--- config.mk ---
export PLATFORM = sky130hd
export DESIGN_NAME = irq_prio_arbiter
export DESIGN_NICKNAME = d
export VERILOG_FILES = /design/src/rtl/irq_arb_pkg.sv /design/src/rtl/irq_prio_regs.sv /design/src/rtl/irq_pick.sv /design/src/rtl/irq_nest_stack.sv /design/src/rtl/irq_prio_arbiter.sv
export SDC_FILE = /design/constraint.sdc
export NUM_CORES = 1
export LEC_CHECK = 0
export ABC_AREA = 1
export CAP_MARGIN = 20
export CORE_ASPECT_RATIO = 1.25
export CORE_MARGIN = 8
export CORE_UTILIZATION = 52
export DETAILED_ROUTE_END_ITERATION = 12
export PLACE_DENSITY = 0.79
export SYNTH_ARGS = -nofsm -noshare
export SYNTH_HDL_FRONTEND = slang
export SYNTH_SLANG_ARGS = --single-unit
--- constraint.sdc ---
create_clock -name clk -period 50 [get_ports clk]
set_clock_uncertainty 0.2 [all_clocks]
set_input_delay 10 -clock clk [delete_from_list [all_inputs] [get_ports clk]]
set_output_delay 10 -clock clk [all_outputs]
set_load 0.05 [all_outputs]
--- src/rtl/irq_arb_pkg.sv ---
package irq_arb_pkg;

    // Default geometry of the arbiter
    localparam int unsigned DEF_NUM_EXT    = 32;
    localparam int unsigned DEF_NUM_SYS    = 16;
    localparam int unsigned DEF_PRIO_W     = 2;
    localparam int unsigned DEF_NEST_DEPTH = 4;
    localparam int unsigned DEF_ADDR_W     = 4;
    localparam int unsigned BYTES_PER_WORD = 4;

    // Kind of register bus access seen in a cycle
    typedef enum logic [1:0] {
        ACC_NONE    = 2'd0,
        ACC_WORD    = 2'd1,
        ACC_PARTIAL = 2'd2,
        ACC_OUTSIDE = 2'd3
    } bus_acc_e;

    // Source index held by byte k of register word w.
    // Words below ext_words hold external lines; the rest hold system slots.
    function automatic int unsigned src_of(input int unsigned w,
                                           input int unsigned k,
                                           input int unsigned ext_words,
                                           input int unsigned num_sys);
        if (w < ext_words)
            return num_sys + BYTES_PER_WORD * w + k;
        return BYTES_PER_WORD * (w - ext_words) + k;
    endfunction

endpackage

--- src/rtl/irq_prio_regs.sv ---
module irq_prio_regs
    import irq_arb_pkg::*;
#(
    parameter int unsigned NUM_EXT = DEF_NUM_EXT,
    parameter int unsigned NUM_SYS = DEF_NUM_SYS,
    parameter int unsigned PRIO_W  = DEF_PRIO_W,
    parameter int unsigned ADDR_W  = DEF_ADDR_W,
    localparam int unsigned NUM_SRC = NUM_EXT + NUM_SYS
) (
    input  logic                       clk,
    input  logic                       rst,
    input  logic                       bus_we,
    input  logic [3:0]                 bus_be,
    input  logic [ADDR_W-1:0]          bus_addr,
    input  logic [31:0]                bus_wdata,
    output logic [31:0]                bus_rdata,
    output logic [NUM_SRC*PRIO_W-1:0]  prio_flat
);
    localparam int unsigned EXT_WORDS = NUM_EXT / BYTES_PER_WORD;
    localparam int unsigned NUM_WORDS = NUM_SRC / BYTES_PER_WORD;

    logic [PRIO_W-1:0] prio_q [NUM_SRC];
    bus_acc_e          acc;

    // Classify the access: only in-range full-word writes are accepted
    always_comb begin
        if (!bus_we)
            acc = ACC_NONE;
        else if (32'(bus_addr) >= NUM_WORDS)
            acc = ACC_OUTSIDE;
        else if (bus_be != 4'hF)
            acc = ACC_PARTIAL;
        else
            acc = ACC_WORD;
    end

    always_ff @(posedge clk) begin
        if (rst) begin
            for (int s = 0; s < NUM_SRC; s++)
                prio_q[s] <= '0;
        end else if (acc == ACC_WORD) begin
            for (int k = 0; k < BYTES_PER_WORD; k++)
                prio_q[src_of(32'(bus_addr), k, EXT_WORDS, NUM_SYS)]
                    <= bus_wdata[8*k+7 -: PRIO_W];
        end
    end

    // Readback: stored bits sit at the top of each byte, the rest reads zero
    always_comb begin
        bus_rdata = '0;
        if (32'(bus_addr) < NUM_WORDS) begin
            for (int k = 0; k < BYTES_PER_WORD; k++)
                bus_rdata[8*k+7 -: PRIO_W] =
                    prio_q[src_of(32'(bus_addr), k, EXT_WORDS, NUM_SYS)];
        end
    end

    for (genvar s = 0; s < NUM_SRC; s++) begin : g_flat
        assign prio_flat[s*PRIO_W +: PRIO_W] = prio_q[s];
    end

endmodule

--- src/rtl/irq_pick.sv ---
module irq_pick #(
    parameter  int unsigned NUM_SRC = 48,
    parameter  int unsigned PRIO_W  = 2,
    localparam int unsigned VEC_W   = $clog2(NUM_SRC),
    localparam int unsigned LVL_W   = PRIO_W + 1
) (
    input  logic [NUM_SRC-1:0]         req,
    input  logic [NUM_SRC*PRIO_W-1:0]  prio_flat,
    output logic                       win_valid,
    output logic [VEC_W-1:0]           win_vec,
    output logic [LVL_W-1:0]           win_lvl
);
    typedef struct packed {
        logic             valid;
        logic [VEC_W-1:0] vec;
        logic [LVL_W-1:0] lvl;
    } cand_t;

    cand_t best;

    // Scan upward; only a strictly better level replaces the holder,
    // so on equal levels the lowest vector stays
    always_comb begin
        best       = '0;
        best.lvl   = LVL_W'(1 << PRIO_W);
        for (int i = 0; i < NUM_SRC; i++) begin
            if (req[i] && ({1'b0, prio_flat[i*PRIO_W +: PRIO_W]} < best.lvl)) begin
                best.valid = 1'b1;
                best.vec   = VEC_W'(i);
                best.lvl   = {1'b0, prio_flat[i*PRIO_W +: PRIO_W]};
            end
        end
    end

    assign win_valid = best.valid;
    assign win_vec   = best.vec;
    assign win_lvl   = best.lvl;

endmodule

--- src/rtl/irq_nest_stack.sv ---
module irq_nest_stack #(
    parameter  int unsigned DEPTH  = 4,
    parameter  int unsigned LVL_W  = 3,
    localparam int unsigned CNT_W  = $clog2(DEPTH + 1),
    localparam int unsigned IDLE   = (1 << (LVL_W - 1))
) (
    input  logic             clk,
    input  logic             rst,
    input  logic             push,
    input  logic [LVL_W-1:0] push_lvl,
    input  logic             pop,
    output logic [LVL_W-1:0] active_lvl,
    output logic             full
);
    logic [LVL_W-1:0] saved_q [DEPTH];
    logic [CNT_W-1:0] cnt_q;
    logic [LVL_W-1:0] act_q;

    assign full       = (32'(cnt_q) == DEPTH);
    assign active_lvl = act_q;

    always_ff @(posedge clk) begin
        if (rst) begin
            cnt_q <= '0;
            act_q <= LVL_W'(IDLE);
            for (int d = 0; d < DEPTH; d++)
                saved_q[d] <= LVL_W'(IDLE);
        end else if (pop) begin
            if (cnt_q != '0) begin
                act_q <= saved_q[cnt_q - 1'b1];
                cnt_q <= cnt_q - 1'b1;
            end
        end else if (push && !full) begin
            saved_q[cnt_q] <= act_q;
            act_q          <= push_lvl;
            cnt_q          <= cnt_q + 1'b1;
        end
    end

endmodule

--- src/rtl/irq_prio_arbiter.sv ---
module irq_prio_arbiter
    import irq_arb_pkg::*;
#(
    parameter  int unsigned NUM_EXT    = DEF_NUM_EXT,
    parameter  int unsigned NUM_SYS    = DEF_NUM_SYS,
    parameter  int unsigned PRIO_W     = DEF_PRIO_W,
    parameter  int unsigned NEST_DEPTH = DEF_NEST_DEPTH,
    parameter  int unsigned ADDR_W     = DEF_ADDR_W,
    localparam int unsigned NUM_SRC    = NUM_EXT + NUM_SYS,
    localparam int unsigned VEC_W      = $clog2(NUM_SRC),
    localparam int unsigned LVL_W      = PRIO_W + 1
) (
    input  logic               clk,
    input  logic               rst,
    input  logic               bus_we,
    input  logic [3:0]         bus_be,
    input  logic [ADDR_W-1:0]  bus_addr,
    input  logic [31:0]        bus_wdata,
    output logic [31:0]        bus_rdata,
    input  logic [NUM_EXT-1:0] ext_req,
    input  logic [NUM_SYS-1:0] sys_req,
    input  logic               handler_exit,
    output logic               take_pulse,
    output logic [VEC_W-1:0]   take_vec,
    output logic [LVL_W-1:0]   active_lvl
);
    logic [NUM_SRC*PRIO_W-1:0] prio_flat;
    logic                      win_valid;
    logic [VEC_W-1:0]          win_vec;
    logic [LVL_W-1:0]          win_lvl;
    logic                      stk_full;
    logic                      preempt;
    logic                      take_q;
    logic [VEC_W-1:0]          vec_q;

    irq_prio_regs #(
        .NUM_EXT (NUM_EXT),
        .NUM_SYS (NUM_SYS),
        .PRIO_W  (PRIO_W),
        .ADDR_W  (ADDR_W)
    ) u_regs (
        .clk       (clk),
        .rst       (rst),
        .bus_we    (bus_we),
        .bus_be    (bus_be),
        .bus_addr  (bus_addr),
        .bus_wdata (bus_wdata),
        .bus_rdata (bus_rdata),
        .prio_flat (prio_flat)
    );

    irq_pick #(
        .NUM_SRC (NUM_SRC),
        .PRIO_W  (PRIO_W)
    ) u_pick (
        .req       ({ext_req, sys_req}),
        .prio_flat (prio_flat),
        .win_valid (win_valid),
        .win_vec   (win_vec),
        .win_lvl   (win_lvl)
    );

    // Exit wins the cycle; a new entry needs strictly higher urgency
    assign preempt = win_valid && (win_lvl < active_lvl) && !handler_exit && !stk_full;

    irq_nest_stack #(
        .DEPTH (NEST_DEPTH),
        .LVL_W (LVL_W)
    ) u_stack (
        .clk        (clk),
        .rst        (rst),
        .push       (preempt),
        .push_lvl   (win_lvl),
        .pop        (handler_exit),
        .active_lvl (active_lvl),
        .full       (stk_full)
    );

    always_ff @(posedge clk) begin
        if (rst) begin
            take_q <= 1'b0;
            vec_q  <= '0;
        end else begin
            take_q <= preempt;
            if (preempt)
                vec_q <= win_vec;
        end
    end

    assign take_pulse = take_q;
    assign take_vec   = vec_q;

endmodule

After elaboration in Yosys (flattened, before gate mapping)
Memories as Yosys holds them, arrays and structs flattened.
Index checks and enable logic that the tools add are counted.
{"block": "classes", "n_bitwise": 0, "n_addsub": 10, "n_div": 0, "reduce_logical": 61, "muxes": 113, "shift": 0, "magnitude_cmp": 51, "multipliers": 0, "eq_ne": 4}
{"op": "two-way mux 10 bit", "count": 48}
{"op": "two-way mux 6 bit", "count": 28}
{"op": "less-than comparator 2 x 3 -> 1 bit", "count": 47}
{"op": "logical AND 1 bit", "count": 51}
{"op": "adder 6 x 2 -> 6 bit, second input constant", "count": 4}
{"op": "two-way mux 2 bit", "count": 12}
{"op": "two-way mux 3 bit", "count": 7}
{"op": "two-way mux 1 bit", "count": 18}
{"op": "adder 6 x 1 -> 6 bit, second input constant", "count": 2}
{"op": "less-than comparator 4 bit, second input constant", "count": 2}
{"op": "OR reduction 2 bit", "count": 4}
{"op": "adder 5 x 6 -> 6 bit, first input constant", "count": 1}
{"op": "greater-or-equal comparator 4 bit, second input constant", "count": 1}
{"op": "inequality test 4 bit, second input constant", "count": 1}
{"op": "subtractor 4 bit, second input constant", "count": 1}
{"op": "adder 3 x 1 -> 3 bit, second input constant", "count": 1}
{"op": "equality test 3 bit, second input constant", "count": 1}
{"op": "less-than comparator 3 bit", "count": 1}
{"op": "nonzero test 3 bit", "count": 1}
{"op": "OR reduction 3 bit", "count": 1}
{"op": "subtractor 3 x 1 -> 3 bit, second input constant", "count": 1}
{"op": "equality test 2 x 1 -> 1 bit, second input constant", "count": 1}
{"op": "logical NOT 1 bit", "count": 2}
{"op": "inequality test 2 x 1 -> 1 bit, second input constant", "count": 1}
{"op": "other kinds (2)", "count": 2}
{"block": "totals", "elab_cells": 245, "ff_bits": 13, "out_inout_bits": 42, "mem_bits_rw": 108, "latch_bits": 0, "mem_bits_ro": 0, "mem_count": 2, "input_bits": 92}
{"name": "u_regs.prio_q", "depth": 48, "word_bits": 2, "rd": 52, "rd_ports_with_merged_regs": 0, "wr": 48, "line_no": "irq_prio_regs.sv:22", "text": "logic [PRIO_W-1:0] prio_q [NUM_SRC];"}
{"name": "u_stack.saved_q", "depth": 4, "word_bits": 3, "rd": 1, "rd_ports_with_merged_regs": 0, "wr": 4, "line_no": "irq_nest_stack.sv:15", "text": "logic [LVL_W-1:0] saved_q [DEPTH];"}

Longest topological paths before layout
Gate-level depths: netlist (run 1).
An unclocked memory read counts as a cell.
{"block": "depth", "word_depth": 154, "ltp_mapped": 294, "depth_no_buf": 294}

By module
A second synthesis (run 1) with hierarchy kept.
{"block": "hier_totals", "cells_unflattened": 1687, "hier_area_um2": 12781.0}
{"module": "irq_prio_regs", "cells_per_inst": 690, "instances": 1, "seq_area_each_um2": 3843.7, "area_each_um2": 6377.4}
{"module": "irq_pick", "cells_per_inst": 826, "instances": 1, "seq_area_each_um2": 0.0, "area_each_um2": 5014.8}
{"module": "irq_nest_stack", "cells_per_inst": 115, "instances": 1, "seq_area_each_um2": 480.5, "area_each_um2": 999.7}
{"module": "irq_prio_arbiter", "cells_per_inst": 56, "instances": 1, "seq_area_each_um2": 140.1, "area_each_um2": 389.1}

Worst setup path after synthesis (run 1)
OpenSTA, ideal clock, no wires.
{"block": "synth_path", "path_type": "input port to flip-flop", "start": "input port sys_req[0]", "end": "memory u_stack.saved_q[2][0], enable pin", "t_required_ns": 49.498, "n_path_buf": 0, "setup_slack_ns": 2.590, "setup_ns": 0.302, "stages": 247, "t_arrival_ns": 46.908, "cell_sequence": "nand2_1 ha_1 nand2_1 inv_1 nand2_2 nand3_2 o21ai_0 ha_1 inv_1 nor2_2 nand2_2 nand2_2 o21ai_0 ha_1 a21boi_1 nand2_1 nand2_2 o21ai_0 [... 211 more ...] a21boi_1 nand2_1 nand2_4 o21ai_0 ha_1 a21boi_1 nand2_1 nand2_2 o21ai_0 inv_1 ha_1 a21oi_1 o211ai_1 inv_4 nand3_4 nor2_4 nand2_1 nand2_1"}
{"element": "start: declaration", "line_no": "irq_prio_arbiter.sv:21", "text": "input logic [NUM_SYS-1:0] sys_req,"}
{"element": "end: declaration", "line_no": "irq_nest_stack.sv:15"}

==> reports/metrics.cfg, run 1 <==
[drt]
via_count = 10700
ant_nets = 0
wl_microns = 31500
drt-wirelength-per-cell_microns = 16.4
vias_per_cell = 5.58
drc = 0
drt_iter0_markers = 937
drtPass1Iterations = 5

[worst_hold_path]
hold_class = flip-flop to flip-flop
worstHoldPathCells = 2

[global_route]
antenna_found_initial = 0
grt_max_degree = 51
use_met3 = 0.0397
use_met2 = 0.395
track_usage = 0.226
grt_use_met1 = 0.261
grt_pass1_wl_microns = 49800
grt_pass1_vias = 10200
gr-total-overflow = 0
gr-max-usage-layer = met2

[timing]
period_minus_slack_ns = 46.99
finalSetupTns_ns = 0
hold_slack_ns = 0.273
setup_viol = 0
finalHoldViolCount = 0
drv_slew = 0
fmax_ghz = 0.0213
tightest_slew_ns = 1.09
min_period_over_period = 0.940
max_slew_margin = 0.273

[critical_path]
crit_arrival_ns = 46.92
cp_max_fo = 8
slowest_delay_ns = 0.48
cp-start-kind = input port
worst_path_most_repeated_cell = nand2_1
crit_buf_inv = 5
critical_path_class = input port to flip-flop
crit_family = adder cells
crit_path_end_kind = flip-flop
crit_required_ns = 49.93
reg2reg_depth = 285
critical_path.slowest_cell = clkdlybuf4s50_1
cp.depth = 287

[yosys]
ys_seq_elements = 153
yosysUniqueCellTypes = 55
synthFlopType = edfxtp_1
ys_seq_area_frac = 0.381
avgSynthCellArea_sq_um = 8.11
synth_edf_count = 140
async_reset_ff_frac = 0
yosysWarnings = 0
netlist_area_sq_um = 11700
synth_cells = 1445

[clock_network]
cts_sinks = 153
clock_latency_ns = 0.43
cts_root_buf = clkbuf_16
path_clk_slew_ns = 0.06
cts_tree = built
htree_levels = 4
numCtsBuffers = 17
clk_path_buf_depth = 2

[floorplan]
dieArea_sq_um = 27600
die_h_microns = 184
initial_core_util = 0.528
num_rows = 61
coreArea_sq_um = 22200
die_x_microns = 150
ios = 134

[flow_run]
cap_violations = 0

[final_layout]
drive_gt1_frac = 0.226
diodes = 0
areaGrowthSynthToFinish_pct = 20.7
fin_nets = 1773

[placed_design]
place_congestion = 0.920
io_buffers = 85
hpwlAfterDp_microns = 24100

[status]
outcome = finished, final reports clean

[pwr]
internal_power_uw = 545
power.total_mw = 1.01
switchingPower_uw = 468
p_sw_frac = 0.462
p_seq_frac = 0.155
combPwrFrac = 0.727
clockPowerShare = 0.118
p_leak_nw = 6.63
max-vdd-ir-drop_uv = 40.7
power.density_nw_per_um2 = 71.6

[worst paths after layout]
path / startpoint / to / slack [ns]
hold / removal: take_vec[1]$_SDFFE_PP0P_ / take_vec[1]$_SDFFE_PP0P_ / 0.27
hold reg to reg: take_vec[1]$_SDFFE_PP0P_ / take_vec[1]$_SDFFE_PP0P_ / 0.27
setup / recovery: sys_req[0] / u_stack.saved_q[2][2]$_SDFFCE_PN1P_ / 3.01
setup reg to reg: u_regs.prio_q[1][1]$_SDFFCE_PN0P_ / u_stack.saved_q[2][2]$_SDFFCE_PN1P_ / 12.64
[synth_stat cells, types with 3 or more instances]
cell type  count  area [sq um]
nand2_1      283          1060
inv_1        185           694
edfxtp_1     140          4200
nor2_1       136           510
nand3_1      116           581
nand2_2      111           694
o21ai_0       82           410
ha_1          56           701
a21oi_1       50           250
a21boi_1      34           255
buf_4         25           188
a21oi_4       24           390
clkbuf_1      23          86.3
nand2_4       23           259
a21oi_2       21           184
dfxtp_1       13           260
a21boi_2      12           135
nand3_2       11           110
nand4_1        9          56.3
a31oi_1        8          50.1
a221oi_1       7          61.3
a22oi_1        7          52.6
o21ai_1        6          30.0
a221o_1        5          50.1
a311oi_1       5          43.8
nor3_1         5          25.0
o211ai_1       5          37.5
a2111oi_0      3          26.3
a41oi_1        3          26.3
buf_6          3          33.8
clkinv_1       3          11.3
o32ai_1        3          26.3
[cell usage in the layout (no fill, tap or decap), types with 4 or more instances in the layout]
cell type	netlist	layout
clkinv_4	0	4
a21boi_2	12	15
nand2_4	23	27
ha_1	56	56
clkdlybuf4s50_1	0	85
a21boi_1	34	31
edfxtp_1	140	140
a21oi_2	21	21
a21oi_4	24	24
nand2_2	111	110
inv_8	0	4
a31oi_1	8	8
clkbuf_16	0	17
dfxtp_1	13	13
o211ai_1	5	5
o21ai_1	6	34
clkinv_1	3	5
a22oi_1	7	7
nand2_1	283	280
buf_4	25	108
nor3_1	5	5
a311oi_1	5	5
a221oi_1	7	7
nand3_2	11	10
nor2_1	136	136
nand4_1	9	9
a21oi_1	50	50
conb_1	1	24
a221o_1	5	5
o21ai_2	0	18
nand3_1	116	116
inv_1	185	185
o21ai_0	82	36
[what timing repair did]
action	CTS	global route
hold buffers	0	0
endpoints found under the setup margin	37	37
cloned	0	0
gates resized for setup	11	64
pin swaps	0	15
buffers inserted	0	16
[through the flow]
| step | util | worst slack [ns] | area, sq um | std cells |
|---|---|---|---|---|
| after global placement | 0.602 | -0.140 | 13400 | 1873 |
| after floorplan | - | 2.59 | 11800 | 1468 |
| after detailed placement | 0.602 | -1.19 | 13400 | 1873 |
| after global routing | 0.637 | -0.239 | 14100 | 1920 |
| after CTS | 0.626 | 0.0743 | 13900 | 1904 |
| final | 0.637 | 3.01 | 14100 | 1920 |
[state kept, by name, summed over array words and instances, names as in the netlist]
| register | cells |
|---|---|
| u_stack.active_lvl | 3 |
| take_pulse | 1 |
| u_regs.prio_q | 128 |
| u_stack.cnt_q | 3 |
| u_stack.saved_q | 12 |
| take_vec | 6 |
[power by group through the flow]
stage / clock [mW] / combinational, mW / sequential (mW)
6_report: 0.119 / 0.737 / 0.157
3_5_place_dp: 0 / 0.699 / 0.160
4_1_cts: 0.119 / 0.705 / 0.157
3_3_place_gp: 0 / 0.679 / 0.159
2_1_floorplan: 0 / 0.475 / 0.165
5_1_grt: 0.125 / 0.824 / 0.158
[logic make-up (layout without fill, tap and decap cells)]
| kind of cell | Yosys count | in the layout | share of synthesized area |
|---|---|---|---|
| AND/OR/NAND/NOR | 702 | 702 | 0.287 |
| AO/OA/AOI/OAI | 284 | 284 | 0.180 |
| buffers and inverters | 246 | 415 | 0.0898 |
| flip-flops | 153 | 153 | 0.381 |
| adder cells (fa/ha/maj) | 56 | 56 | 0.0598 |
| XOR/XNOR | 3 | 3 | 0.00224 |
| other | 1 | 24 | 0.000320 |
[tightest hold or removal path, stage by stage (launching register included)]
cell     delay (ns)
dfxtp_1        0.31
nand3_1        0.07
o21ai_1        0.05
[layout make-up]
class / count / area (sq um)
Clock buffer: 17 / 425
Tap cell: 283 / 354
Sequential cell: 153 / 4460
Multi-Input combinational cell: 1069 / 6400
Clock inverter: 14 / 118
Inverter: 191 / 721
Fill cell: 1840 / 8070
Timing Repair Buffer: 193 / 1660
[per-layer routing]
layer,part of all wire,vias to the layer above
met2,0.50,470
li1,-,5182
met5,0,-
met4,0.049,0
met1,0.37,4967
met3,0.080,102
No activity file was read; power rests on OpenSTA's default activity.
==> inputs of run 2 (changes only) <==
--- a/config.mk
+++ b/config.mk
@@ -6,10 +6,11 @@
 export NUM_CORES = 1
 export LEC_CHECK = 0
 export ABC_AREA = 1
-export CAP_MARGIN = 20
+export CELL_PAD_IN_SITES_DETAIL_PLACEMENT = 0
+export CELL_PAD_IN_SITES_GLOBAL_PLACEMENT = 1
 export CORE_ASPECT_RATIO = 1.25
 export CORE_MARGIN = 8
-export CORE_UTILIZATION = 52
+export CORE_UTILIZATION = 39
 export DETAILED_ROUTE_END_ITERATION = 12
 export PLACE_DENSITY = 0.79
 export SYNTH_ARGS = -nofsm -noshare
==> run 2 against run 1 <==
Critical path depth down 6; non-clock buffer count increased by 57; highest routed layer unchanged; sequential power is essentially flat; critical endpoint is now u_stack.saved_q[3][0]$_DFFE_PP_; sequential share of layout area down 1.1 points; combinational power is 3% higher; die area up 30%.
==> reports/metrics.cfg, run 2 (same netlist as run 1, synthesis figures left out) <==
[status]
outcome = finished, final reports clean

[critical_path]
reg2reg_depth = 279
crit_arrival_ns = 46.26
crit_path_end_kind = flip-flop
rrSetupSlack_ns = 13.27
worst_path_most_repeated_cell = nand2_1
crit_required_ns = 49.90
cp_max_fo = 7
cp-start-kind = input port
slowest_delay_ns = 0.48
worstReg2RegStart = u_regs.prio_q[1][1]$_SDFFCE_PN0P_
critical_path_class = input port to flip-flop
critical_path.slowest_cell = clkdlybuf4s50_1
r2r-end = u_stack.saved_q[3][0]$_DFFE_PP_

[final_layout]
largest_reg_flops = 128
drive_gt1_frac = 0.240
areaGrowthSynthToFinish_pct = 25.1
fin_nets = 1830
stdcell_count = 2096
diodes = 0
regMostFlops = u_regs.prio_q
final_common_cell = nand2_1
final_area_sq_um = 14700
layout_common_cells = nand2_1 (283), inv_1 (185), buf_4 (165)
fillers = 3059
post-route-util = 0.491

[global_route]
grt_pass1_wl_microns = 52800
antenna_found_initial = 0
track_usage = 0.189
grt_max_degree = 51
gr-total-overflow = 0
grt_pass1_vias = 10400

[placed_design]
placed_area_sq_um = 14100
preCtsSetupSlack_ns = -0.268
place_congestion = 0.905
post-place-cells = 2064
hpwlAfterDp_microns = 26300
io_buffers = 85

[floorplan]
dieArea_sq_um = 35900
die_x_microns = 171
initial_core_util = 0.393
coreArea_sq_um = 29800
die_h_microns = 210
ios = 134
num_rows = 71

[pwr]
internal_power_uw = 573
max-vdd-ir-drop_uv = 39.2
p_leak_nw = 6.86
p_sw_frac = 0.450
combPwrFrac = 0.726
clockPowerShare = 0.123
power.density_nw_per_um2 = 71.1
p_seq_frac = 0.151
switchingPower_uw = 469

[clock_network]
cts_tree = built
cts_sinks = 153
ctsHoldBuffers = 0
post_cts_buffers = 0
clock_latency_ns = 0.44
cts_root_buf = clkbuf_16
numCtsBuffers = 17
htree_levels = 4
cts_resized = 0
path_clk_slew_ns = 0.07
clk_path_buf_depth = 2

[drt]
drc = 0
drt_iter0_markers = 809
via_count = 10500
wl_microns = 33400
drtPass1Iterations = 5
vias_per_cell = 5.03
drt-wirelength-per-cell_microns = 15.9
ant_nets = 0

[worst_hold_path]
min_from = take_vec[0]$_SDFFE_PP0P_
hold_class = flip-flop to flip-flop
worstHoldPathCells = 2
min_to = take_vec[0]$_SDFFE_PP0P_

[timing]
min_period_over_period = 0.927
max_slew_margin = 0.295
fmax_ghz = 0.0216
finalHoldViolCount = 0
setup_viol = 0
setup_ws_ns = 3.64
period_minus_slack_ns = 46.36
grt_setup_unrepaired = false
tightest_slew_ns = 1.03
hold_slack_ns = 0.277
drv_slew = 0

[flow_run]
cap_violations = 0

run 2: final cells by class:
class                      count  area (sq um)  area share
clock buffer                  17           425      0.0290
inverter                     191           721      0.0492
tap                          401           502      0.0342
sequential                   153          4460       0.305
clock inverter                15           156      0.0107
multi-input combinational   1069          6290       0.430
timing repair buffer         250          2090       0.143
run 2: how the worst max path moves through the flow:
stage	startpoint	endpoint	slack, ns	cells after the start
after global placement	sys_req[0]	u_stack.saved_q[3][2]$_DFFE_PP_	0.16	247
after floorplan	sys_req[0]	u_stack.saved_q[2][0]$_SDFFCE_PN0P_	2.59	247
after detailed placement	sys_req[0]	u_stack.saved_q[3][0]$_DFFE_PP_	-0.27	247
after CTS	sys_req[0]	u_stack.saved_q[3][0]$_DFFE_PP_	0.03	248
final	sys_req[0]	u_stack.saved_q[3][0]$_DFFE_PP_	3.64	281
after global routing	sys_req[0]	u_stack.saved_q[2][0]$_SDFFCE_PN0P_	0.03	287
run 2: stage by stage:
| step | TNS, ns | total power, mW |
|---|---|---|
| 2_1_floorplan | 0 | 0.640 |
| 3_3_place_gp | 0 | 0.902 |
| 3_5_place_dp | -5.63 | 0.913 |
| 4_1_cts | 0 | 1.04 |
| 5_1_grt | 0 | 1.14 |
| 6_report | 0 | 1.04 |
run 2: power groups by stage:
stage / Clock, mW / Combinational, mW / Sequential (mW)
floorplan: 0 / 0.475 / 0.165
global placement: 0 / 0.742 / 0.160
detailed placement: 0 / 0.753 / 0.160
CTS: 0.128 / 0.757 / 0.157
global route: 0.134 / 0.852 / 0.158
finish: 0.128 / 0.757 / 0.157
run 2: critical path: cells and delay by family:
kind	cells	cell delay [ns]
adder cells (fa/ha/maj)	48	12.69
buffers and inverters	6	0.84
AO/OA/AOI/OAI	92	11.98
AND/OR/NAND/NOR	135	10.73
run 2: per-layer routing:
layer	GRT usage	part of all wire	wire, microns
met4	0.0637	0.027	887
met2	0.339	0.52	17200
met3	0.0276	0.057	1920
met5	0	0	0
met1	0.226	0.40	13400
